**src/rtl/tmr_pkg.sv**
```systemverilog
package tmr_pkg;
  localparam int CTRL_BITS = 11;
  localparam int B_MODE = 0;
  localparam int B_DOWN = 1;
  localparam int B_GEN  = 2;
  localparam int B_CAPT = 3;
  localparam int B_AUTO = 4;
  localparam int B_LOAD = 5;
  localparam int B_IE   = 6;
  localparam int B_RUN  = 7;
  localparam int B_PEND = 8;
  localparam int B_PWM  = 9;
  localparam int B_ALL  = 10;

  typedef enum logic [1:0] {
    SEL_CTRL  = 2'd0,
    SEL_LOAD  = 2'd1,
    SEL_COUNT = 2'd2,
    SEL_NONE  = 2'd3
  } regSel_e;

  typedef struct packed {
    logic ctrlWr;
    logic loadWr;
    logic enAll;
  } chanStrobe_t;
endpackage

```
**src/rtl/tmr_decode.sv**
```systemverilog
module tmr_decode
  import tmr_pkg::*;
#(
  parameter int NUM_TIMERS = 2,
  parameter int DATA_W = 32,
  parameter int TSEL_W = 1,
  parameter int ADDR_W = 5
) (
  input  logic [ADDR_W-1:0] busAddr,
  input  logic              busWrEn,
  input  logic [DATA_W-1:0] busWrData,
  output chanStrobe_t       stb [NUM_TIMERS],
  output regSel_e           regSel,
  output logic [TSEL_W-1:0] chanSel,
  output logic              chanValid
);
  logic enAllReq;

  always_comb begin
    regSel    = regSel_e'(busAddr[3:2]);
    chanSel   = busAddr[ADDR_W-1:4];
    chanValid = (int'(chanSel) < NUM_TIMERS);
    enAllReq  = busWrEn && chanValid && (regSel == SEL_CTRL) && busWrData[B_ALL];
  end

  for (genvar i = 0; i < NUM_TIMERS; i++) begin : g_stb
    logic hit;
    assign hit = busWrEn && (chanSel == TSEL_W'(i));
    assign stb[i].ctrlWr = hit && (regSel == SEL_CTRL);
    assign stb[i].loadWr = hit && (regSel == SEL_LOAD);
    assign stb[i].enAll  = enAllReq;
  end
endmodule

```
**src/rtl/tmr_chan.sv**
```systemverilog
module tmr_chan
  import tmr_pkg::*;
#(
  parameter int DATA_W = 32
) (
  input  logic                 clk,
  input  logic                 rstN,
  input  chanStrobe_t          stb,
  input  logic [DATA_W-1:0]    wrData,
  output logic [CTRL_BITS-1:0] ctrlQ,
  output logic [DATA_W-1:0]    loadQ,
  output logic [DATA_W-1:0]    countQ
);
  localparam logic [DATA_W-1:0] UP_TERM = '1;

  logic                 atTerm;
  logic                 expire;
  logic                 holdClr;
  logic [CTRL_BITS-1:0] ctrlNext;
  logic [DATA_W-1:0]    countNext;

  always_comb begin
    atTerm  = ctrlQ[B_DOWN] ? (countQ == '0) : (countQ == UP_TERM);
    expire  = !ctrlQ[B_LOAD] && ctrlQ[B_RUN] && atTerm;
    holdClr = expire && !ctrlQ[B_AUTO];

    if (ctrlQ[B_LOAD])
      countNext = loadQ;
    else if (!ctrlQ[B_RUN])
      countNext = countQ;
    else if (atTerm)
      countNext = ctrlQ[B_AUTO] ? loadQ : countQ;
    else if (ctrlQ[B_DOWN])
      countNext = countQ - 1'b1;
    else
      countNext = countQ + 1'b1;

    ctrlNext = ctrlQ;
    if (stb.ctrlWr) begin
      ctrlNext         = wrData[CTRL_BITS-1:0];
      ctrlNext[B_PEND] = ctrlQ[B_PEND] & ~wrData[B_PEND];
    end else begin
      ctrlNext[B_RUN]  = ctrlQ[B_RUN] & ~holdClr;
    end
    ctrlNext[B_PEND] = ctrlNext[B_PEND] | expire;
    ctrlNext[B_RUN]  = ctrlNext[B_RUN] | stb.enAll;
  end

  always_ff @(posedge clk) begin
    if (!rstN) begin
      ctrlQ  <= '0;
      loadQ  <= '0;
      countQ <= '0;
    end else begin
      ctrlQ  <= ctrlNext;
      countQ <= countNext;
      if (stb.loadWr) loadQ <= wrData;
    end
  end
endmodule

```
**src/rtl/tmr_dual.sv**
```systemverilog
module tmr_dual
  import tmr_pkg::*;
#(
  parameter int NUM_TIMERS = 2,
  parameter int DATA_W = 32,
  localparam int TSEL_W = (NUM_TIMERS > 1) ? $clog2(NUM_TIMERS) : 1,
  localparam int ADDR_W = TSEL_W + 4
) (
  input  logic              clk,
  input  logic              rstN,
  input  logic [ADDR_W-1:0] busAddr,
  input  logic              busWrEn,
  input  logic [DATA_W-1:0] busWrData,
  output logic [DATA_W-1:0] busRdData,
  output logic              irq
);
  chanStrobe_t       stb [NUM_TIMERS];
  regSel_e           regSel;
  logic [TSEL_W-1:0] chanSel;
  logic              chanValid;

  logic [NUM_TIMERS-1:0][CTRL_BITS-1:0] chanCtrl;
  logic [NUM_TIMERS-1:0][DATA_W-1:0]    chanLoad;
  logic [NUM_TIMERS-1:0][DATA_W-1:0]    chanCount;

  tmr_decode #(
    .NUM_TIMERS(NUM_TIMERS), .DATA_W(DATA_W), .TSEL_W(TSEL_W), .ADDR_W(ADDR_W)
  ) u_decode (
    .busAddr(busAddr), .busWrEn(busWrEn), .busWrData(busWrData),
    .stb(stb), .regSel(regSel), .chanSel(chanSel), .chanValid(chanValid)
  );

  for (genvar i = 0; i < NUM_TIMERS; i++) begin : g_chan
    tmr_chan #(.DATA_W(DATA_W)) u_chan (
      .clk(clk), .rstN(rstN), .stb(stb[i]), .wrData(busWrData),
      .ctrlQ(chanCtrl[i]), .loadQ(chanLoad[i]), .countQ(chanCount[i])
    );
  end

  always_comb begin
    busRdData = '0;
    if (chanValid) begin
      case (regSel)
        SEL_CTRL:  busRdData[CTRL_BITS-1:0] = chanCtrl[chanSel];
        SEL_LOAD:  busRdData = chanLoad[chanSel];
        SEL_COUNT: busRdData = chanCount[chanSel];
        default:   busRdData = '0;
      endcase
    end
  end

  always_comb begin
    irq = 1'b0;
    for (int i = 0; i < NUM_TIMERS; i++)
      irq = irq | (chanCtrl[i][B_PEND] & chanCtrl[i][B_IE]);
  end
endmodule

```
**config.mk**
```make
export PLATFORM = sky130hd
export DESIGN_NAME = tmr_dual
export DESIGN_NICKNAME = d
export VERILOG_FILES = /design/src/rtl/tmr_pkg.sv /design/src/rtl/tmr_decode.sv /design/src/rtl/tmr_chan.sv /design/src/rtl/tmr_dual.sv
export SDC_FILE = /design/constraint.sdc
export NUM_CORES = 1
export LEC_CHECK = 0
export ABC_AREA = 1
export CELL_PAD_IN_SITES_DETAIL_PLACEMENT = 0
export CELL_PAD_IN_SITES_GLOBAL_PLACEMENT = 1
export CORE_ASPECT_RATIO = 1.5
export CORE_MARGIN = 8
export CORE_UTILIZATION = 40
export CTS_BUF_LIST = sky130_fd_sc_hd__clkbuf_4 sky130_fd_sc_hd__clkbuf_8 sky130_fd_sc_hd__clkbuf_16
export CTS_CLUSTER_DIAMETER = 30
export DETAILED_ROUTE_END_ITERATION = 7
export DONT_BUFFER_PORTS = 1
export GPL_ROUTABILITY_DRIVEN = 0
export PLACE_DENSITY_LB_ADDON = 0.1
export SYNTH_ARGS = -nofsm -noshare
export SYNTH_HDL_FRONTEND = slang
export SYNTH_SLANG_ARGS = --single-unit
```
**constraint.sdc**
```tcl
create_clock -name clk -period 3.45 [get_ports clk]
set_input_delay 0.1725 -clock clk [delete_from_list [all_inputs] [get_ports clk]]
set_output_delay 0.1725 -clock clk [all_outputs]
set_load 0.05 [all_outputs]
```
Word level (Yosys, flattened, before mapping). Index checks and enable logic that the tools add are counted.

Shifts and indexed selects: 0. Div/mod/pow operators: 0. Magnitude comparators: 1. Multiply operators: 0. Equal/unequal tests: 6. Mux-type cells: 24. Reduce and logical (&&, ||, !) cells: 25. Bitwise gates (word level): 15. Add/sub/neg operators: 4.

Operators by type and width (count): 32-bit two-way mux (14); 32-bit by 1-bit adder with 32-bit output (second input constant) (2); 32-bit == test (second input constant) (2); 32-bit zero test (2); 32-bit by 1-bit subtractor with 32-bit output (second input constant) (2); 21-bit one-hot mux with 2 select lines (1); 11-bit one-hot mux with 3 select lines (1); 11-bit two-way mux (2); 1-bit logical AND (14); 1-bit bitwise AND (6); 1-bit two-way mux (6); 3-bit by 1-bit != test with 1-bit output (second input constant) (2); 1-bit bitwise OR (5); 1-bit zero test (4); 1-bit inverter (4); 2-bit AND reduction (2); 2-bit nonzero test (2); 2-bit by 1-bit == test with 1-bit output (second input constant) (1); 2-bit == test (second input constant) (1); 2-bit zero test (1); 1-bit by 2-bit less-than comparator with 1-bit output (second input constant) (1).

Memories: 0. Bits in latches: 0. Output and inout bits: 33. RAM bits: 0. Logic and storage cells: 83. ROM bits: 0. Bits in registers: 150.

Logic depth before layout (Yosys ltp). Gate-level depths: netlist of the first run.

Depth in word-level cells: 8. Mapped depth: 15. Mapped depth without buffers: 15.

By module. A second synthesis of the first run with hierarchy kept.

Cells, all modules: 2409. Area, all modules: 13426.6 um2.

Modules (own cells, without submodules): tmr_chan (g_chan[0].u_chan) (area each 5739.3 um2, cells an instance 1005, times used 1); tmr_chan (g_chan[1].u_chan) (area each 5723.0 um2, cells an instance 1002, times used 1); tmr_dual (area each 1866.8 um2, cells an instance 382, times used 1); tmr_decode (area each 97.6 um2, cells an instance 20, times used 1).

Least setup slack after synthesis of the first run. No wires, ideal clock.

Path kind: reg-to-reg. Start point: reg g_chan[1].u_chan.ctrlQ[1]. End point: reg g_chan[1].u_chan.countQ[15]. Period minus slack after synthesis: 2.417 ns. Cell stages (with the launch flop): 13. Arrival: 2.295 ns. Data required time: 3.328 ns. Setup time: 0.122 ns. Setup slack: 1.033 ns. Cell sequence: dfxtp_1 > ha_1 > nand2_1 > inv_1 > nand2_1 > nand2_1 > inv_1 > nand2_1 > nand2_1 > nand2_1 > xor2_1 > o21ai_0 > a21oi_2.

Longest elaborated chain between the ends: 4. Elaborated cells on any way between the ends: 7. Classes of those cells: 1 x eq/ne; 5 x mux; 1 x reduce/logical.

RTL lines: from (decl) (RTL line tmr_chan.sv:10) `output logic [CTRL_BITS-1:0] ctrlQ,`; from (signal assigned) (RTL line tmr_chan.sv:55) `ctrlQ <= ctrlNext;`; 32-bit two-way mux or 1-bit two-way mux (tied branches) (RTL line tmr_chan.sv:33, tmr_chan.sv:23); 32-bit two-way mux (RTL line tmr_chan.sv:31) `else if (atTerm)`; 32-bit two-way mux (RTL line tmr_chan.sv:29) `else if (!ctrlQ[B_RUN])`; 32-bit two-way mux (RTL line tmr_chan.sv:27) `if (ctrlQ[B_LOAD])`; to (signal assigned) (RTL line tmr_chan.sv:56) `countQ <= countNext;`; to (decl) (RTL line tmr_chan.sv:12) `output logic [DATA_W-1:0] countQ`.

Parallel ways exist; a longest one is shown, timed or not. The select of a mux whose other input is x is not followed. A chain may end at the register's enable or synchronous reset.

Final worst setup path of the first run.
Start point: reg g_chan[0].u_chan.ctrlQ[1]. End point: reg g_chan[0].u_chan.countQ[9].

Longest elaborated chain between the ends: 4. Elaborated cells on any way between the ends: 7. Classes of those cells: 1 x eq/ne; 5 x mux; 1 x reduce/logical.

RTL lines (RTL line): from (decl) (tmr_chan.sv:10); from (signal assigned) (tmr_chan.sv:55); 32-bit two-way mux or 1-bit two-way mux (tied branches) (tmr_chan.sv:33, tmr_chan.sv:23); 32-bit two-way mux (tmr_chan.sv:31); 32-bit two-way mux (tmr_chan.sv:29); 32-bit two-way mux (tmr_chan.sv:27); to (signal assigned) (tmr_chan.sv:56); to (decl) (tmr_chan.sv:12).

Parallel ways exist; a longest one is shown, timed or not. The select of a mux whose other input is x is not followed.

==> results.cfg, run 1 <==
[clock_tree]
cts_htree_levels = 4
clk_pin_slew_ns = 0.07
cts_made_buffers = 17
cts_root_buf = clkbuf_16
cts.sinks = 150
clk_latency_ns = 0.44
cts_tree = done
clockBufferDepth = 2

[synth]
ys.warnings.count = 0
synth_commonest_cells = 699 x nand2_1, 393 x inv_1, 251 x a21oi_1, 228 x nor2_1, 202 x o21ai_0
synth_cells = 2313
syn_area_um2 = 13000
synth_top_area_share_pct = 23.1
ys_types = 40
ys_ff_latch = 150
synth_edf_count = 0
ys.flop_type = dfxtp_1
synth_most_common_cell = nand2_1
synth_nets = 2419
ys_seq_area_share_pct = 23.1
yosys.area.top_type = dfxtp_1
synth.avg_cell_area_um2 = 5.62
postSynth.asyncResetShare_pct = 0
synth.area.top_cells = dfxtp_1 23%, nand2_1 20%, inv_1 11%

[worst_setup_path]
critPathLaunch = g_chan[0].u_chan.ctrlQ[1]
crit_fanout = 31
critPathCapture = g_chan[0].u_chan.countQ[9]
critPathArrivalTime_ns = 2.93
r2r_start = g_chan[0].u_chan.ctrlQ[1]
timing.rr.end = g_chan[0].u_chan.countQ[9]
cp-start-kind = register
cp-end-kind = register
path_class = register to register
critPathRequiredTime_ns = 3.76
reg2reg_depth = 12
r2r_slack_ns = 0.83

[die]
core-area_um2 = 32300
initial_core_util_pct = 40.2
ios = 73
rows = 81
fp.dieH_um = 237
dieArea_um2 = 38600
die_w_um = 163

[sta]
tns_ns = 0
post-route-min-period_ns = 2.62
worst_slew_pin_slew_ns = 1.03
fmax_mhz = 382
finClkSkew_ns = 0.0124
hold_viol_final = 0
rsz0062_at_grt = false
timing.slew.headroom_pct = 31.2
final_max_slew_viol_count = 0
fin_crit_sh_pct = 75.8
finalSetupViolations = 0

[place]
dp_hpwl_mm = 35.4
port_buffers = 0

[grt]
grt_max_degree = 112
grt_pass1_wl_mm = 70.8
grt_pass1_vias = 13200
grt-ovfl-total = 0
antenna_found_initial = 3
track_usage_pct = 23.3

[pwr]
finalPower_mw = 4.72
p_leak_nw = 7.22
powerDensity_nw_per_um2 = 329
power.share.clock_pct = 39.1
p_switching_mw = 1.58
combPwrFrac_pct = 20.4
seqPwrFrac_pct = 40.5
swShare_pct = 33.4
internal_power_mw = 3.14
vdd_drop_max_v = 0.000293

[layout]
drive_above_1_share_pct = 4.19
area_delta_synth_final_pct = 10.1
nNetsFinal = 2430

[min_path]
hold_class = input port to register

[route]
wl_per_cell_um = 16.5
drc_errors = 0
num_vias = 13800
initialDrtViolationCount = 829
first_pass_iters = 8
antenna_left = 0
viasPerCell = 5.02
drt-total-wl_mm = 45.4

[flow_run]
maxCapViolations = 0

[run_status]
status = completed
-- metrics by stage --
step / utilization [%] / setup WS (ns) / instances / hold slack (ns) / area (µm²)
final: 44.3 / 0.834 / 2754 / 0.0281 / 14300
after floorplan: - / 1.03 / 2313 / 0.307 / 13000
after CTS: 44.3 / 0.775 / 2752 / 0.00744 / 14300
after detailed placement: 41.2 / 0.786 / 2681 / 0.318 / 13300
after global routing: 44.3 / 0.571 / 2753 / 0.0356 / 14300
after global placement: 41.2 / 0.824 / 2681 / 0.312 / 13300
-- placed cells by master, fill, tap and decap left out, drive strengths merged, types with 2 or more instances in the layout --
| master | n |
|---|---|
| fa | 2 |
| nor2 | 229 |
| a21o | 2 |
| nand4 | 14 |
| xor2 | 24 |
| nand3 | 128 |
| diode | 2 |
| xnor2 | 5 |
| o21ai | 210 |
| clkbuf | 18 |
| dfxtp | 150 |
| a21oi | 264 |
| ha | 64 |
| a31oi | 2 |
| nor3 | 16 |
| clkinv | 5 |
| inv | 407 |
| and2 | 3 |
| o21bai | 2 |
| dlygate4sd3 | 38 |
| buf | 34 |
| o31ai | 10 |
| nand2 | 703 |
| clkinvlp | 3 |
-- sequential cells by signal, indices dropped and copies added (netlist names) --
name and cells:
g_chan.u_chan.countQ 64, g_chan.u_chan.loadQ 64, g_chan.u_chan.ctrlQ 22
-- area by class of cell --
type	count	area [µm²]
well taps	415	519
inverters	402	1510
diodes	2	5.00
flip-flops and latches	150	3000
clock buffers	18	433
clock inverters	14	140
repair buffers	72	656
fillers	3636	18000
multi-input cells	1681	8040
-- worst min-delay path by stage --
stage                  from                     endpoint  cells after the start
2_1_floorplan  busWrData[4]    g_chan[1].u_chan.ctrlQ[4]                      2
3_3_place_gp   busWrData[4]    g_chan[1].u_chan.ctrlQ[4]                      2
3_5_place_dp   busWrData[4]    g_chan[1].u_chan.ctrlQ[4]                      2
4_1_cts          busAddr[4]    g_chan[0].u_chan.ctrlQ[7]                      3
5_1_grt          busAddr[4]    g_chan[0].u_chan.ctrlQ[7]                      3
6_report               rstN  g_chan[1].u_chan.countQ[30]                      2
-- cell families (layout without fill, tap and decap cells) --
kind of cell,Yosys count,after routing,share of synthesized area [%]
xor+xnor,29,29,1.95
simple gates,1096,1096,33.9
compound gates,490,490,19.5
flops,150,150,23.1
other cells,0,2,0
buf+inv,482,506,15.1
fa+ha+maj,66,66,6.47
-- critical path, stage by stage, from the launching register on --
cell and delay [ns]:
dfxtp_1 0.31, buf_4 0.25, inv_2 0.09, nor2_1 0.19, nand3_1 0.14, nor2_1 0.12, nand2_1 0.05, nand2_1 0.12
nand2_1 0.10, nand2_2 0.44, inv_2 0.36, o21ai_0 0.25, a21oi_1 0.05
-- layer usage --
layer,track usage (%),wire length [µm]
met1,27.2,19300
met4,11.3,2110
met3,2.78,1480
met5,0,25
met2,41.1,22400
-- timing repair --
item                       4_1_cts  5_1_grt
setup buffers                    0        0
hold endpoints to repair       118        0
setup endpoints to repair        0        0
hold buffers                    39        0
gates resized for setup          0        0
-- power groups by stage --
stage               clock (mW)  sequential (mW)  combinational, mW
global route              1.95             1.92               1.08
floorplan                    0             1.91              0.731
CTS                       1.88             1.91              0.964
finish                    1.84             1.91              0.960
detailed placement           0             1.95              0.891
global placement             0             1.95              0.882
No activity file was read; power rests on OpenSTA's default activity.
==> inputs of run 2 (changes only) <==
clock period = 2.34 ns   (was 3.45 ns; I/O delays follow)
==> run 2 against run 1 <==
Effect of this change: largest cell class unchanged; total power increased by 59%; non-clock buffer count increased by 129; critical path type unchanged; critical endpoint is now g_chan[0].u_chan.ctrlQ[7]; fmax increased by 15%.
==> results.cfg, run 2 (synthesis results as in run 1) <==
[run_status]
status = completed

[worst_setup_path]
cp-end-kind = register
critPathLaunch = g_chan[0].u_chan.countQ[22]
crit_family = simple AND/OR/NAND/NOR gates
path_buf_inv = 1
crit_fanout = 6
critPathArrivalTime_ns = 2.59
critPathRequiredTime_ns = 2.66
worst_path_max_delay_cell = dlygate4sd3_1
cpPeakStageDelay_ns = 0.59
path_cells = nand2_1 > nor2_1 > nand2_1 > nor2_1 > nand3_1 > nand2_1 > nand2_1 > nand3_1 > a31oi_1 > dlygate4sd3_1
r2r_start = g_chan[0].u_chan.countQ[22]
crit_top_cell = nand2_1
cp-start-kind = register
path_class = register to register

[clock_tree]
cts_htree_levels = 4
clk_pin_slew_ns = 0.07
cts_root_buf = clkbuf_16
cts_tree = done
clockBufferDepth = 2
cts.sinks = 150
clk_latency_ns = 0.44
cts_made_buffers = 17

[die]
rows = 81
initial_core_util_pct = 40.2
fp.dieH_um = 237
ios = 73
die_w_um = 163
dieArea_um2 = 38600
core-area_um2 = 32300

[flow_run]
maxCapViolations = 0

[sta]
finClkSkew_ns = 0.00855
fin_crit_sh_pct = 97.0
finalSetupViolations = 0
post-route-min-period_ns = 2.27
rsz0062_at_grt = true
timing.slew.headroom_pct = 42.8
fmax_mhz = 441
layout_setup_ws_ns = 0.0712
worst_slew_pin_slew_ns = 0.857
hold_viol_final = 0
tns_ns = 0
final_max_slew_viol_count = 0

[min_path]
worstHoldStart = rstN
hold_class = input port to register

[pwr]
powerDensity_nw_per_um2 = 475
vdd_drop_max_v = 0.000483
p_leak_nw = 8.05

[grt]
grt-ovfl-total = 0
grt_pass1_wl_mm = 72.8
track_usage_pct = 23.8
grt_max_degree = 114
grt_pass1_vias = 13800
antenna_found_initial = 4

[layout]
drive_above_1_share_pct = 12.3
ff_latch_area_um2 = 3020
multi_input_area_um2 = 8340
layout_commonest_cell = nand2_1
area_delta_synth_final_pct = 21.7
fillerInstances = 3534
layout_common_cells = 682 x nand2_1, 393 x inv_1, 243 x a21oi_1
nNetsFinal = 2559
top_regs = g_chan.u_chan.countQ (64), g_chan.u_chan.loadQ (64), g_chan.u_chan.ctrlQ (22)

[route]
first_pass_iters = 5
drc_errors = 0
wl_per_cell_um = 16.2
num_vias = 14400
drt-total-wl_mm = 46.7
viasPerCell = 4.99
antenna_left = 0
initialDrtViolationCount = 895

[place]
port_buffers = 0
dp_hpwl_mm = 36.2
dp_slack_ns = -0.0544
run 2: cell count changes in the layout (fill, tap and decap cells not counted), moves of 10 or more:
cell,delta
buf_4,+117
nor2_2,+20
ha_1,-12
nand2_2,+17
buf_12,+10
nand2_1,-17
nor2_1,-21
run 2: power breakdown:
part / internal [mW] / leakage (nW) / switching [mW]
logic: 0.635 / 6.52 / 1.04
registers: 2.67 / 1.22 / 0.133
clock network: 1.81 / 0.310 / 1.23
run 2: routing by layer:
layer  vias to the layer above  routed length (µm)  track usage [%]
met1                      6453               19300             27.3
met3                        89                1470             2.76
met2                       281               23700             42.7
li1                       7549                   -                -
met5                         -                  23                0
met4                         4                2150             11.4
run 2: final timing paths:
kind,slack [ns],end,cells past startpoint
max,0.07,g_chan[0].u_chan.ctrlQ[7],10
min,0.09,g_chan[1].u_chan.loadQ[22],3
max reg2reg,0.07,g_chan[0].u_chan.ctrlQ[7],10
min reg2reg,0.46,g_chan[1].u_chan.ctrlQ[9],2
run 2: cell type report:
class	instances	share of cell area, %
multi-input cells	1681	52.7
flip-flops and latches	150	19.1
repair buffers	201	11.3
inverters	402	9.57
well taps	415	3.28
clock buffers	17	2.69
clock inverters	15	1.36
diodes	2	0.0316
run 2: through the flow:
step	std cells	power, mW	util (%)	instance area, µm²	hold WS [ns]
final	2883	7.51	48.9	15800	0.0886
after global routing	2881	7.87	48.9	15800	0.144
after CTS	2874	7.53	47.7	15400	0.114
after detailed placement	2804	4.39	44.5	14400	0.264
after global placement	2804	4.37	44.5	14400	0.256
after floorplan	2313	3.90	-	13000	0.252
run 2: worst register-to-register path, stage by stage, from the launching register on:
cell and delay (ns):
dfxtp_1 0.52, nand2_1 0.09, nor2_1 0.09, nand2_1 0.06, nor2_1 0.29, nand3_1 0.14
nand2_1 0.12, nand2_1 0.09, nand3_1 0.09, a31oi_1 0.08, dlygate4sd3_1 0.59
run 2: timing repair:
item / in CTS / in global routing
pin swaps: 0 / 7
hold endpoints to repair: 119 / 0
setup endpoints to repair: 8 / 47
buffers inserted: 0 / 5
hold buffers: 38 / 0
gates cloned: 0 / 2
resized for setup: 4 / 76
